### src/rtl/jd_pkg.sv
package jd_pkg;
  localparam int NUM_OUT   = 4;
  localparam int NUM_PIN   = 3;
  localparam int SEL_W     = 2;
  localparam int ADDR_W    = 4;
  localparam int DATA_W    = 8;
  localparam logic [ADDR_W-1:0] ADDR_CFG  = 4'd9;
  localparam logic [ADDR_W-1:0] ADDR_MASK = 4'd13;
  localparam int CFG_W     = 3 + SEL_W;  // enable, select, two reference bits

  typedef struct packed {
    logic             ref_hi;
    logic             ref_lo;
    logic [SEL_W-1:0] sel;
    logic             det_en;
  } cfg_t;
endpackage

### src/rtl/jd_regs.sv
module jd_regs
  import jd_pkg::*;
(
  input  logic                clk_i,
  input  logic                rst_ni,
  input  logic                wr_en_i,
  input  logic [ADDR_W-1:0]   wr_addr_i,
  input  logic [DATA_W-1:0]   wr_data_i,
  input  logic [ADDR_W-1:0]   rd_addr_i,
  output logic [DATA_W-1:0]   rd_data_o,
  output cfg_t                cfg_o,
  output logic [NUM_OUT-1:0]  mask_lo_o,
  output logic [NUM_OUT-1:0]  mask_hi_o
);
  cfg_t                   cfg_q;
  logic [2*NUM_OUT-1:0]   mask_q;

  always_ff @(posedge clk_i or negedge rst_ni) begin
    if (!rst_ni) begin
      cfg_q  <= '0;
      mask_q <= '0;
    end else if (wr_en_i) begin
      if (wr_addr_i == ADDR_CFG)  cfg_q  <= cfg_t'(wr_data_i[CFG_W-1:0]);
      if (wr_addr_i == ADDR_MASK) mask_q <= wr_data_i[2*NUM_OUT-1:0];
    end
  end

  always_comb begin
    rd_data_o = '0;
    if (rd_addr_i == ADDR_CFG)       rd_data_o[CFG_W-1:0]     = cfg_q;
    else if (rd_addr_i == ADDR_MASK) rd_data_o[2*NUM_OUT-1:0] = mask_q;
  end

  assign cfg_o     = cfg_q;
  assign mask_lo_o = mask_q[NUM_OUT-1:0];
  assign mask_hi_o = mask_q[2*NUM_OUT-1:NUM_OUT];

  assert_unmapped_ignored_R9: assert property (@(posedge clk_i) disable iff (!rst_ni)
    (wr_en_i && wr_addr_i != ADDR_CFG && wr_addr_i != ADDR_MASK)
      |=> ($stable(cfg_q) && $stable(mask_q)));

  assert_write_lands_R8: assert property (@(posedge clk_i) disable iff (!rst_ni)
    (wr_en_i && wr_addr_i == ADDR_MASK) |=> (mask_q == $past(wr_data_i[2*NUM_OUT-1:0])));
endmodule

### src/rtl/jd_sync.sv
module jd_sync
  import jd_pkg::*;
(
  input  logic               clk_i,
  input  logic               rst_ni,
  input  logic [NUM_PIN-1:0] pins_i,
  input  logic [SEL_W-1:0]   sel_i,
  output logic               det_o
);
  logic [NUM_PIN-1:0] s1_q, s2_q;

  for (genvar i = 0; i < NUM_PIN; i++) begin : g_pin
    always_ff @(posedge clk_i or negedge rst_ni) begin
      if (!rst_ni) begin
        s1_q[i] <= 1'b0;
        s2_q[i] <= 1'b0;
      end else begin
        s1_q[i] <= pins_i[i];
        s2_q[i] <= s1_q[i];
      end
    end

    assert_sync_depth_R7: assert property (@(posedge clk_i) disable iff (!rst_ni)
      $rose(s2_q[i]) |-> $past(pins_i[i], 2));
  end

  // select after sync so a select change is seen at once
  always_comb begin
    det_o = 1'b0;
    for (int i = 0; i < NUM_PIN; i++)
      if (sel_i == SEL_W'(i)) det_o = s2_q[i];
  end

  assert_rsvd_low_R4: assert property (@(posedge clk_i) disable iff (!rst_ni)
    (sel_i == {SEL_W{1'b1}}) |-> !det_o);
endmodule

### src/rtl/jd_combine.sv
module jd_combine
  import jd_pkg::*;
(
  input  logic               clk_i,
  input  logic               rst_ni,
  input  cfg_t               cfg_i,
  input  logic               det_i,
  input  logic [NUM_OUT-1:0] mask_lo_i,
  input  logic [NUM_OUT-1:0] mask_hi_i,
  input  logic [NUM_OUT-1:0] out_en_i,
  input  logic               ref_en_i,
  output logic [NUM_OUT-1:0] out_en_o,
  output logic               ref_en_o
);
  logic [NUM_OUT-1:0] mask_eff;
  logic               ref_eff;
  logic               past_ok_q;

  always_comb begin
    if (cfg_i.det_en) begin
      mask_eff = det_i ? mask_hi_i : mask_lo_i;
      ref_eff  = det_i ? cfg_i.ref_hi : cfg_i.ref_lo;
    end else begin
      mask_eff = '1;
      ref_eff  = 1'b0;
    end
  end

  always_ff @(posedge clk_i or negedge rst_ni) begin
    if (!rst_ni) begin
      out_en_o  <= '0;
      ref_en_o  <= 1'b0;
      past_ok_q <= 1'b0;
    end else begin
      out_en_o  <= out_en_i & mask_eff;
      ref_en_o  <= ref_en_i | ref_eff;
      past_ok_q <= 1'b1;
    end
  end

  assert_out_gated_R5: assert property (@(posedge clk_i) disable iff (!rst_ni)
    past_ok_q |-> ((out_en_o & ~$past(out_en_i)) == '0));

  assert_ref_or_R6: assert property (@(posedge clk_i) disable iff (!rst_ni)
    (past_ok_q && $past(ref_en_i)) |-> ref_en_o);

  assert_pass_through_R2: assert property (@(posedge clk_i) disable iff (!rst_ni)
    (past_ok_q && !$past(cfg_i.det_en))
      |-> (out_en_o == $past(out_en_i) && ref_en_o == $past(ref_en_i)));
endmodule

### src/rtl/jd_gate.sv
module jd_gate
  import jd_pkg::*;
(
  input  logic               clk_i,
  input  logic               rst_ni,
  input  logic               wr_en_i,
  input  logic [ADDR_W-1:0]  wr_addr_i,
  input  logic [DATA_W-1:0]  wr_data_i,
  input  logic [ADDR_W-1:0]  rd_addr_i,
  output logic [DATA_W-1:0]  rd_data_o,
  input  logic [NUM_PIN-1:0] gpio_i,
  input  logic [NUM_OUT-1:0] out_en_i,
  input  logic               ref_en_i,
  output logic [NUM_OUT-1:0] out_en_o,
  output logic               ref_en_o
);
  cfg_t               cfg;
  logic [NUM_OUT-1:0] mask_lo, mask_hi;
  logic               det;

  jd_regs u_regs (
    .clk_i, .rst_ni, .wr_en_i, .wr_addr_i, .wr_data_i, .rd_addr_i, .rd_data_o,
    .cfg_o(cfg), .mask_lo_o(mask_lo), .mask_hi_o(mask_hi)
  );

  jd_sync u_sync (
    .clk_i, .rst_ni, .pins_i(gpio_i), .sel_i(cfg.sel), .det_o(det)
  );

  jd_combine u_combine (
    .clk_i, .rst_ni, .cfg_i(cfg), .det_i(det),
    .mask_lo_i(mask_lo), .mask_hi_i(mask_hi),
    .out_en_i, .ref_en_i, .out_en_o, .ref_en_o
  );

  assert_reset_clear_R1: assert property (@(posedge clk_i)
    !rst_ni |-> (out_en_o == '0 && !ref_en_o));
endmodule

### config.mk
export PLATFORM = sky130hd
export DESIGN_NAME = jd_gate
export DESIGN_NICKNAME = d
export VERILOG_FILES = /design/src/rtl/jd_pkg.sv /design/src/rtl/jd_regs.sv /design/src/rtl/jd_sync.sv /design/src/rtl/jd_combine.sv /design/src/rtl/jd_gate.sv
export SDC_FILE = /design/constraint.sdc
export NUM_CORES = 1
export LEC_CHECK = 0
export BUFFER_PORTS_ARGS = -buffer_cell sky130_fd_sc_hd__buf_4
export CELL_PAD_IN_SITES_DETAIL_PLACEMENT = 1
export CELL_PAD_IN_SITES_GLOBAL_PLACEMENT = 2
export CORE_MARGIN = 3
export CORE_UTILIZATION = 29
export DETAILED_ROUTE_END_ITERATION = 10
export GPL_ROUTABILITY_DRIVEN = 0
export PLACE_DENSITY = 0.78
export SLEW_MARGIN = 10
export SYNTH_ARGS = -nofsm -noshare
export SYNTH_HDL_FRONTEND = slang
export SYNTH_HIERARCHICAL = 1
export SYNTH_SLANG_ARGS = --single-unit
### constraint.sdc
create_clock -name clk_i -period 1.68 [get_ports clk_i]
set_input_delay 0.252 -clock clk_i [delete_from_list [all_inputs] [get_ports clk_i]]
set_output_delay 0.252 -clock clk_i [all_outputs]
set_load 0.1 [all_outputs]
==> flow_metrics.py <==
metrics = {
    "status": {
        "outcome": "finished, final reports clean",
    },
    "sta": {
        "setup_tns_ns": 0,
        "fin_skew_ns": 0.00813,
        "slew_headroom_pct": 73.2,
        "drv_slew": 0,
        "max_freq_ghz": 0.668,
        "hold_viol_final": 0,
        "rsz0062_at_grt": "no",
        "fin_crit_sh_pct": 89.1,
        "setup_viol": 0,
        "tightest_slew_ns": 0.401,
        "period_minus_slack_ns": 1.50,
    },
    "floorplan": {
        "io-pin-count": 40,
        "dieArea_um2": 4360,
        "rows": 21,
        "initial_core_util_pct": 30.6,
        "fp.dieH_um": 66.1,
        "die_x_um": 66.1,
        "core_area_um2": 3420,
    },
    "cts": {
        "cts_buffers": 3,
        "cts_tree": "built",
        "cts.sink_count": 24,
        "clkTransAtPathRegs_ns": 0.13,
        "cts_setup_buffers": 0,
        "clockBufferDepth": 2,
        "cts_root_buffer": "clkbuf_4",
        "clk_latency_ns": 0.31,
        "cts_max_level": 1,
    },
    "logic_synthesis": {
        "synth_mux_area_share_pct": 26.8,
        "yosys-top-cells-count": "dfrtp_1, mux2i_1, mux2_2",
        "yosys-top-cells-area": "dfrtp_1, mux2i_1, mux2_2, mux2_4, a21boi_0",
        "synth_fa_ha_area_share_pct": 0,
        "synth_nets": 99,
        "synth_edf_count": 0,
        "synth.most_common_cell": "dfrtp_1",
        "synthXorXnorAreaFrac_pct": 0,
        "yosys_warnings": 6,
        "synth.distinct_cells": 17,
        "yosysSeqAreaShare_pct": 57.4,
        "syn_inst": 72,
        "syn_area_um2": 1050,
        "synth.avg_cell_area_um2": 14.5,
        "synth_top_family_by_area": "multiplexers",
        "async_reset_ff_share_pct": 100,
        "synth-seq-cells": 24,
        "synth.top_cell.area_share_pct": 57.4,
        "synth.largest_area_cell": "dfrtp_1",
        "yosys.area_share.simple_pct": 9.09,
        "synth_compound_area_share_pct": 4.07,
        "synth_flop_cell": "dfrtp_1",
    },
    "setup_path": {
        "cp.required_ns": 1.43,
        "critPathMaxStageDelay_ns": 0.46,
        "critical_path.max_fanout": 7,
        "startpoint": "u_regs/cfg_o[0]",
        "timing_worst_setup_path_type": "reg2out",
        "reg2reg_depth": 5,
        "endpoint": "rd_data_o[0]",
        "start_kind": "register",
        "arrival_ns": 1.24,
        "r2r_start": "u_regs/cfg_o[1]",
        "worst_setup_path_end_kind": "output pin",
        "reg2reg_slack_ns": 0.25,
        "crit_slowest_cell": "dfrtp_2",
        "crit_chain": "mux2i_1 > nor2_1 > buf_4",
        "critical_path_depth": 3,
        "cpLargestDelayFamily": "flip-flops",
        "timing.rr.end": "u_combine/out_en_o[2]",
        "path_buf_inv": 1,
    },
    "placement": {
        "placed_area_um2": 1380,
        "dp.cells": 155,
        "port_buffers": 39,
    },
    "worst_hold_path": {
        "hp-class": "in2reg",
    },
    "power_and_ir_drop": {
        "ir_drop_mv": 0.303,
        "p_per_area_nw_per_um2": 1090,
        "p_leak_nw": 0.707,
    },
    "global_route": {
        "grt_max_degree": 25,
        "grt_first_pass_wirelength_mm": 3.83,
        "grt.total_usage_pct": 12.0,
        "grt_overflow": 0,
        "grt_pass1_vias": 818,
        "antenna_found_initial": 0,
    },
    "cells_and_area": {
        "fin_area_um2": 1410,
        "n_fill_cell": 379,
        "n_antenna_cell": 0,
        "syn2layout_area_growth_pct": 34.8,
        "layoutNonFillerInstCount": 159,
        "nets": 142,
        "drive_gt1_share_pct": 53.1,
        "fin_util_pct": 41.3,
    },
    "drt": {
        "postRouteAntennaNets": 0,
        "wire_per_inst_um": 15.2,
        "via_per_inst": 4.46,
        "drt_first_pass_iters": 4,
        "via_count": 709,
        "drc_errors": 0,
        "route.final.wire_length_mm": 2.42,
        "first_iter_violations": 19,
    },
    "run": {
        "maxCapViolCount": 0,
    },
}
[final cells by class]
class,count,area (um2),area share [%]
repair buffers,41,310,22.0
clock buffers,3,22.5,1.60
flip-flops and latches,24,602,42.7
well taps,46,57.6,4.08
multi-input cells,45,418,29.6
[report_power, final]
group          switching (mW)  leakage, nW  total (mW)  internal [mW]
Sequential             0.0822        0.288       0.761          0.678
Combinational           0.317        0.405       0.536          0.219
Clock                   0.161       0.0138       0.245         0.0838
[state kept, by name, indices dropped and copies added (netlist names)]
signal,flops
u_regs/mask_q,8
u_regs/cfg_o,5
u_combine/out_en_o,4
u_sync/s1_q,3
u_sync/s2_q,3
u_combine/ref_en_o,1
[cell families after synthesis]
logic type | Yosys count
multiplexers | 24
flip-flops | 24
AND/OR/NAND/NOR | 15
AO/OA/AOI/OAI | 6
buffers and inverters | 3
[placed cells by master, fill, tap and decap left out]
master / Yosys / routed
or2_1: 1 / 1
clkbuf_4: 0 / 3
and3_1: 3 / 3
mux2_4: 6 / 6
nor2b_4: 1 / 1
nand2_1: 1 / 1
dfrtp_1: 24 / 23
dlygate4sd3_1: 0 / 1
a21boi_0: 4 / 4
dfrtp_2: 0 / 1
and4b_1: 1 / 1
nand4_2: 1 / 1
a21o_1: 1 / 1
buf_4: 0 / 40
mux2i_1: 10 / 10
nand3b_1: 1 / 1
nor2_1: 6 / 6
o21ai_1: 1 / 1
mux2_2: 8 / 8
[metal layers]
metal  wire (um)  track usage (%)
met1        1120             16.2
met2        1150             18.8
met3         128             2.38
met4          27             4.57
met5           0                0
[through the flow]
stage / hold slack [ns] / power [mW] / setup slack (ns)
floorplan: -0.0436 / 1.15 / -0.402
global placement: 0.164 / 1.30 / 0.272
detailed placement: 0.173 / 1.31 / 0.257
CTS: 0.0305 / 1.56 / 0.0750
global route: 0.00870 / 1.64 / 0.0570
finish: 0.0368 / 1.54 / 0.184
[worst min path at each step]
stage          startpoint                     to  slack [ns]  cells past startpoint
3_5_place_dp       rst_ni         u_sync/s1_q[1]        0.17                      1
3_3_place_gp       rst_ni         u_sync/s1_q[0]        0.16                      1
5_1_grt         gpio_i[0]         u_sync/s1_q[0]       0.009                      1
2_1_floorplan      rst_ni  u_combine/out_en_o[0]       -0.04                      0
4_1_cts         gpio_i[1]         u_sync/s1_q[1]        0.03                      1
6_report        gpio_i[1]         u_sync/s1_q[1]        0.04                      1
[repair_timing]
action | 4_1_cts | 5_1_grt
hold endpoints to repair | 24 | 0
resized for setup | 0 | 1
hold buffers | 1 | 0
setup endpoints to repair | 0 | 1
No activity file was read; power rests on OpenSTA's default activity.
